[src/rtl/pnv_pkg.sv]
// Shared types for the program cycle sequencer.
package pnv_pkg;
    typedef enum logic [1:0] {
        PS_IDLE   = 2'd0,
        PS_RUN    = 2'd1,
        PS_STROBE = 2'd2
    } pnv_state_e;
endpackage

[src/rtl/pnv_req_qual.sv]
// Request qualifier: turns the raw program pin into a single request pulse.
// A request is raised only when the pin rose while the frame was armed and
// the pin is high in the commit cycle. Assumes frm_commit is a one-cycle pulse.
module pnv_req_qual (
    input  logic clk,
    input  logic rst_n,
    input  logic prog_in,
    input  logic frm_armed,
    input  logic frm_commit,
    input  logic idle,
    output logic req
);
    logic prog_q;
    logic rose_seen;
    logic rise_now;

    assign rise_now = prog_in & ~prog_q;

    // Delayed pin copy; reset high so a pin held high through reset is no edge.
    always_ff @(posedge clk) begin
        if (!rst_n) prog_q <= 1'b1;
        else        prog_q <= prog_in;
    end

    // Remember a rise inside the armed frame; forget it outside the frame or while busy.
    always_ff @(posedge clk) begin
        if (!rst_n)                    rose_seen <= 1'b0;
        else if (!frm_armed || !idle)  rose_seen <= 1'b0;
        else if (rise_now)             rose_seen <= 1'b1;
    end

    // Request pulse in the commit cycle.
    always_comb begin
        req = idle & frm_commit & prog_in & (rose_seen | (rise_now & frm_armed));
    end
endmodule

[src/rtl/pnv_cycle_timer.sv]
// Down-counter that measures the erase/write window in clock cycles.
// After load it reports expiry once TICKS-1 further enabled cycles have passed.
// Assumes TICKS >= 2.
module pnv_cycle_timer #(
    parameter int TICKS = 3000
) (
    input  logic clk,
    input  logic rst_n,
    input  logic load,
    input  logic run,
    output logic expired
);
    localparam int CW = (TICKS > 2) ? $clog2(TICKS) : 1;

    logic [CW-1:0] cnt;

    // Load the window length or count down while running.
    always_ff @(posedge clk) begin
        if (!rst_n)                      cnt <= '0;
        else if (load)                   cnt <= CW'(TICKS - 1);
        else if (run && cnt != '0)       cnt <= cnt - 1'b1;
    end

    // Expiry flag.
    always_comb expired = (cnt == '0);
endmodule

[src/rtl/pnv_seq_fsm.sv]
// Sequencer: idle -> run -> strobe -> idle. The run state ends early when
// the pin drops or the supply fails. Latches the slot address on acceptance.
module pnv_seq_fsm
    import pnv_pkg::*;
#(
    parameter int AW = 1
) (
    input  logic          clk,
    input  logic          rst_n,
    input  logic          req,
    input  logic          prog_in,
    input  logic          supply_ok,
    input  logic          expired,
    input  logic [AW-1:0] addr_in,
    output logic          load,
    output logic          run,
    output logic          busy,
    output logic          idle,
    output logic          stb,
    output logic [AW-1:0] addr_q
);
    pnv_state_e state;

    // State transitions.
    always_ff @(posedge clk) begin
        if (!rst_n) begin
            state <= PS_IDLE;
        end else begin
            unique case (state)
                PS_IDLE:   if (req && supply_ok) state <= PS_RUN;
                PS_RUN: begin
                    if (!prog_in || !supply_ok) state <= PS_IDLE;
                    else if (expired)           state <= PS_STROBE;
                end
                PS_STROBE: state <= PS_IDLE;
                default:   state <= PS_IDLE;
            endcase
        end
    end

    // Address latch at acceptance.
    always_ff @(posedge clk) begin
        if (!rst_n)                                    addr_q <= '0;
        else if (state == PS_IDLE && req && supply_ok) addr_q <= addr_in;
    end

    // Decoded controls.
    always_comb begin
        idle = (state == PS_IDLE);
        load = idle & req & supply_ok;
        run  = (state == PS_RUN);
        stb  = (state == PS_STROBE);
        busy = ~idle;
    end
endmodule

[src/rtl/nvprog_ctrl.sv]
// Top of the program cycle sequencer. Qualifies the program pin against the
// frame, times the write window from the serial clock and issues the copy
// strobe. Assumes the serial clock runs for the whole window.
module nvprog_ctrl #(
    parameter int CLK_KHZ = 1000,
    parameter int PROG_MS = 3,
    parameter int AW      = 1
) (
    input  logic          clk,
    input  logic          rst_n,
    input  logic          prog_in,
    input  logic          frm_armed,
    input  logic          frm_commit,
    input  logic [AW-1:0] frm_addr,
    input  logic          supply_ok,
    output logic          nv_wr_stb,
    output logic [AW-1:0] nv_wr_addr,
    output logic          ready_o,
    output logic          ser_hold
);
    localparam int PROG_TICKS = CLK_KHZ * PROG_MS;

    logic req, load, run, busy, idle, expired;

    pnv_req_qual u_qual (
        .clk(clk), .rst_n(rst_n), .prog_in(prog_in), .frm_armed(frm_armed),
        .frm_commit(frm_commit), .idle(idle), .req(req)
    );

    pnv_cycle_timer #(.TICKS(PROG_TICKS)) u_timer (
        .clk(clk), .rst_n(rst_n), .load(load), .run(run), .expired(expired)
    );

    pnv_seq_fsm #(.AW(AW)) u_fsm (
        .clk(clk), .rst_n(rst_n), .req(req), .prog_in(prog_in),
        .supply_ok(supply_ok), .expired(expired), .addr_in(frm_addr),
        .load(load), .run(run), .busy(busy), .idle(idle), .stb(nv_wr_stb),
        .addr_q(nv_wr_addr)
    );

    // Output drive: ready is the inverse of the busy state.
    always_comb begin
        ready_o  = ~busy;
        ser_hold = busy;
    end
endmodule

[config.mk]
export PLATFORM = sky130hd
export DESIGN_NAME = nvprog_ctrl
export DESIGN_NICKNAME = d
export VERILOG_FILES = /design/src/rtl/pnv_pkg.sv /design/src/rtl/pnv_req_qual.sv /design/src/rtl/pnv_cycle_timer.sv /design/src/rtl/pnv_seq_fsm.sv /design/src/rtl/nvprog_ctrl.sv
export SDC_FILE = /design/constraint.sdc
export NUM_CORES = 1
export LEC_CHECK = 0
export ABC_AREA = 1
export BUFFER_PORTS_ARGS = -buffer_cell sky130_fd_sc_hd__buf_2
export CORE_MARGIN = 2
export CORE_UTILIZATION = 50
export CTS_CLUSTER_DIAMETER = 200
export CTS_CLUSTER_SIZE = 40
export DETAILED_ROUTE_END_ITERATION = 16
export GPL_ROUTABILITY_DRIVEN = 0
export HOLD_SLACK_MARGIN = 0.05
export PLACE_DENSITY_LB_ADDON = 0.05
export SYNTH_ARGS = -nofsm -noshare
export SYNTH_HDL_FRONTEND = slang
export SYNTH_SLANG_ARGS = --single-unit
[constraint.sdc]
create_clock -name clk -period 1.43 [get_ports clk]
set_input_delay 0.0715 -clock clk [delete_from_list [all_inputs] [get_ports clk]]
set_output_delay 0.0715 -clock clk [all_outputs]
set_load 0.05 [all_outputs]
## Word-level counts from Yosys, hierarchy flattened

Cells that the tools add are included.

- Reductions and logical operators: 17
- Eq/ne operators: 4
- Mux-type cells: 6
- Add/subtract/negate cells: 1
- Bitwise logic cells: 11

Operator list:

| kind | number |
|---|---|
| two-way mux 12 bit | 2 |
| logical NOT 12 bit | 1 |
| nonzero test 12 bit | 1 |
| subtractor 12 x 1 -> 12 bit (second input constant) | 1 |
| AND 1 bit | 7 |
| two-way mux 2 bit | 3 |
| logical AND 1 bit | 4 |
| logical NOT 1 bit | 4 |
| one-hot mux 2 bit (2 select lines) | 1 |
| OR reduction 2 bit | 2 |
| != test 3 x 2 -> 1 bit (second input constant) | 1 |
| inverter 1 bit | 3 |
| equality test 2 x 1 -> 1 bit (second input constant) | 1 |
| equality test 2 bit (second input constant) | 1 |
| logical NOT 2 bit | 1 |
| logical OR 1 bit | 2 |
| != test 2 x 1 -> 1 bit (second input constant) | 1 |
| AND reduction 2 bit | 1 |
| nonzero test 2 bit | 1 |
| OR 1 bit | 1 |

- Word-level logic and storage cells: 45
- Output and inout bits: 4
- Bits in registers: 17
- Input port bits: 7

## Longest topological paths before layout

- Depth in word-level cells: 8
- Depth in mapped cells: 11
- Gate-level depth less buffers: 10

## Modules after synthesis

A second synthesis with hierarchy kept.

- Cell total of the unflattened synthesis: 167
- Area total of the unflattened synthesis: 1068.5 µm²

By module, submodules not included:

| module | area an instance (µm²) | instances | cells an instance | seq. area each (µm²) |
|---|---|---|---|---|
| pnv_cycle_timer | 814.5 | 1 | 129 | 240.2 |
| pnv_seq_fsm | 162.7 | 1 | 25 | 60.1 |
| pnv_req_qual | 87.6 | 1 | 12 | 40.0 |
| nvprog_ctrl | 3.8 | 1 | 1 | 0.0 |

## Least setup slack after synthesis

No wires, ideal clock.

- Path kind: register to register
- Start point: register u_fsm.state[0]
- End point: register u_fsm.addr_q
- Setup time: 114 ps
- Slack: -101 ps
- Period minus slack after synthesis: 1531 ps
- Arrival time: 1417 ps
- Required time: 1316 ps
- Path buffers: 1
- Cell stages (with the launch flop): 8
- Cell sequence: dfxtp_1 -> inv_1 -> nand2_1 -> nor2_1 -> nand4_2 -> buf_2 -> o21ai_1 -> nor2_1

- Cells in the longest elaborated chain, start to end: 6

RTL lines:

| element | RTL line | source |
|---|---|---|
| from (decl) | pnv_seq_fsm.sv:22 | `pnv_state_e state;` |
| from (signal assigned) | pnv_seq_fsm.sv:27 | `state <= PS_IDLE;` |
| from (signal assigned) | pnv_seq_fsm.sv:30 | `PS_IDLE: if (req && supply_ok) state <= PS_RUN;` |
| from (signal assigned) | pnv_seq_fsm.sv:32 | `if (!prog_in \|\| !supply_ok) state <= PS_IDLE;` |
| logical NOT 2 bit * | pnv_seq_fsm.sv:44, pnv_seq_fsm.sv:49 |  |
| AND 1 bit (3 in series) | pnv_req_qual.sv:34 | `req = idle & frm_commit & prog_in & (rose_seen \| (rise_now & frm_armed));` |
| logical AND 1 bit * (2 in series) | pnv_seq_fsm.sv:44 | `else if (state == PS_IDLE && req && supply_ok) addr_q <= addr_in;` |
| to (signal assigned) | pnv_seq_fsm.sv:44 |  |
| to (decl) | pnv_seq_fsm.sv:20 | `output logic [AW-1:0] addr_q` |

Every way passes the cells marked *; elsewhere a longest branch is shown, timed or not.
A chain may end at the register's enable or synchronous reset.

## Worst setup path in the final report

- Start point: register u_timer.cnt[4]
- End point: register u_timer.cnt[11]

- Cells in the longest elaborated chain, start to end: 3
- Elaborated cells on any way between the ends: 6
- Classes of those cells: 1 x add/sub; 2 x mux; 3 x reduce/logical

RTL lines:

| element | RTL line | source |
|---|---|---|
| from (decl) | pnv_cycle_timer.sv:15 | `logic [CW-1:0] cnt;` |
| from (signal assigned) | pnv_cycle_timer.sv:20 | `else if (load) cnt <= CW'(TICKS - 1);` |
| from (signal assigned) | pnv_cycle_timer.sv:21 | `else if (run && cnt != '0) cnt <= cnt - 1'b1;` |
| subtractor 12 x 1 -> 12 bit or nonzero test 12 bit (tied branches) | pnv_cycle_timer.sv:21 |  |
| two-way mux 12 bit or logical AND 1 bit (tied branches) | pnv_cycle_timer.sv:21 |  |
| two-way mux 12 bit or nonzero test 2 bit (tied branches) | -- |  |

Several ways; a longest one is shown, not always the timed one. The select of a mux whose other input is x is not followed.

==> flow_summary.yaml <==
timing:
  fmax_mhz: 754
  rsz0062_at_grt: "yes"
  finalCritPeriodShare_pct: 92.8
  worst_pin_slew_ns: 0.463
  finalCriticalPeriod_ns: 1.33
  hold_viol: 0
  maxSlewHeadroom_pct: 68.3
  hold-worst-slack_ns: 0.0812
  setup_viol: 0
  fin_tns_setup_ns: 0
  finClkSkew_ns: 0.00135
  maxSlewViolCount: 0
place:
  dp_hpwl_mm: 1.45
  port_buffers: 10
  place_area_um2: 1120
  dp.cells: 196
layout:
  multi_input_area_um2: 554
  stdcell_area_um2: 1210
  nFillCells: 196
  drive_gt1_share_pct: 21.6
  nNetsFinal: 186
  antenna_cells: 0
  final_cells: 203
  final-seq-area_um2: 342
  synthToLayoutAreaGrowth_pct: 20.8
synth:
  synth_top_cell_area_share_pct: 34.1
  netlist_top_cells_area: "dfxtp_1 (34%), nand2_1 (13%), nand3_1 (11%), inv_1 (9.4%), nor2_1 (7.9%)"
  yosysMostFrequentCell: "nand2_1"
  synth_compound_area_share_pct: 8.40
  synthSimpleGateAreaFrac_pct: 39.8
  ys_top_cells_by_count: "nand2_1 (34), inv_1 (25), nand3_1 (21), nor2_1 (21), dfxtp_1 (17)"
  netlist_area_um2: 998
  ys_seq_area_share_pct: 34.1
  ys_types: 23
  yosys.area.top_type: "dfxtp_1"
  synth_enable_flop_cells: 0
  syn_area_per_cell_um2: 6.40
  synth_ff_type: "dfxtp_1"
  synthCells: 156
  synth_top_family_by_area: "simple AND/OR/NAND/NOR gates"
  muxShareOfSynthArea_pct: 0
  synthArstFlopShare_pct: 0
  synth-seq-cells: 17
  synthAdderAreaFrac_pct: 2.51
  ys_warn_count: 0
  synth_xor_area_share_pct: 1.75
  syn_nets: 165
power_and_ir_drop:
  p_per_area_nw_per_um2: 704
  peakVddDrop_mv: 0.524
  finalPower_mw: 0.849
  power.leakage_nw: 0.646
routing:
  drt_iter0_markers: 28
  wl_met1_um: 989
  maxUsedRoutingLayer: "met4"
  routedWlPerCell_um: 10.2
  met2_length_um: 986
  wl_mm: 2.07
  met3_length_um: 51
  dr.pass1.iters: 4
  vias_per_cell: 4.75
  ant_nets: 0
  vias: 965
  drc_errors: 0
worst_setup_path:
  critical_path_class: "flop to flop"
  start_kind: "flop"
  endpoint_kind: "flop"
  worst-path-max-fanout: 4
  cp.required_ns: 1.64
  arrival_ns: 1.53
clocking:
  cts_setup_buffers: 0
  cts-root-buf: "clkbuf_4"
  cts_tree: "done"
  clk_latency_ns: 0.30
  numCtsBuffers: 3
  cts.path.max_buffers: 2
  clock-sinks: 17
  cts.htree.levels: 1
  clk_pin_slew_ns: 0.10
worst_hold_path:
  hp-class: "input port to flop"
global_routing:
  grt_pass1_vias: 849
  grt_max_degree: 18
  grt_pass1_wl_mm: 3.60
  grt_usage_pct: 19.2
  antenna_found_initial: 0
  grt.overflow.total: 0
die:
  initial_core_util_pct: 52.0
  placementRows: 16
  die_x_um: 48.7
  die_y_um: 48.7
  core_region_area_um2: 1920
  die-area_um2: 2370
  ioPinCount: 11
outcome:
  status: "finished, final reports clean"
flow_run:
  max-cap-violations: 0
## critical path, cell delays in order, from the launching register on
cell and delay, ns:
dfxtp_1 0.36, nor2_2 0.17, nand2_1 0.11, nor2_4 0.16, a21oi_2 0.07, buf_4 0.15, nand3_1 0.06, nand3_1 0.06
nand2_1 0.06, inv_1 0.03
## cell families (layout without fill, tap and decap cells)
group / count (synthesis) / in the layout
and+or+nand+nor: 88 / 88
buffers and inverters: 33 / 53
xor gates and xnor gates: 2 / 2
adders and majority gates: 2 / 2
DFF: 17 / 17
AOI/OAI and AO/OA: 14 / 14
## layer usage
| layer | vias to the layer above | GRT usage [%] |
|---|---|---|
| met4 | 0 | 7.14 |
| met2 | 12 | 30.8 |
| met1 | 417 | 26.2 |
| li1 | 531 | - |
| met5 | - | 0 |
| met3 | 5 | 2.78 |
## layout by cell type (no fill, tap or decap), drive strengths merged, types with 2 or more instances in the layout
master,count
nand2,36
inv,30
nor2,25
nand3,21
dfxtp,17
buf,16
a21oi,6
nand4,5
o21ai,4
clkbuf,4
dlygate4sd3,3
xor2,2
ha,2
## layout make-up
class                           count  share of cell area, %
Multi-Input combinational cell    106                   46.0
Sequential cell                    17                   28.3
Timing Repair Buffer               19                   11.4
Inverter                           30                   9.34
Tap cell                           27                   2.80
Clock buffer                        4                   2.18
## state kept, by name, summed over array words and instances (netlist names)
name	cells
u_qual.rose_seen	1
u_fsm.addr_q	1
u_fsm.state	2
u_timer.cnt	12
u_qual.prog_q	1
## where the power goes
group | internal [mW] | switching, mW | total, mW
Combinational | 0.0401 | 0.0594 | 0.0995
Sequential | 0.479 | 0.00378 | 0.483
Clock | 0.109 | 0.158 | 0.267
Total | 0.628 | 0.221 | 0.849
## final timing paths
path	start	end	slack, ns	cells past startpoint
setup / recovery	u_timer.cnt[4]$_SDFFE_PN0P_	u_timer.cnt[11]$_SDFFE_PN0P_	0.10	9
hold / removal	rst_n	u_timer.cnt[9]$_SDFFE_PN0P_	0.08	3
setup reg to reg	u_timer.cnt[4]$_SDFFE_PN0P_	u_timer.cnt[11]$_SDFFE_PN0P_	0.10	9
hold reg to reg	u_fsm.addr_q$_SDFFE_PN0P_	u_fsm.addr_q$_SDFFE_PN0P_	0.48	2
## timing repair
item / CTS / global route
endpoints found under the setup margin: 4 / 12
hold endpoints to repair: 3 / 0
pin swaps: 0 / 2
hold buffers: 3 / 0
resized for setup: 1 / 6
## stage by stage
step	util, %	worst slack (ns)
after detailed placement	58.3	0.00542
after global placement	58.3	0.0452
after CTS	61.5	0.0370
after floorplan	-	0.0705
final	62.8	0.103
after global routing	62.8	-0.0178
(Power assumes the default switching activity.)
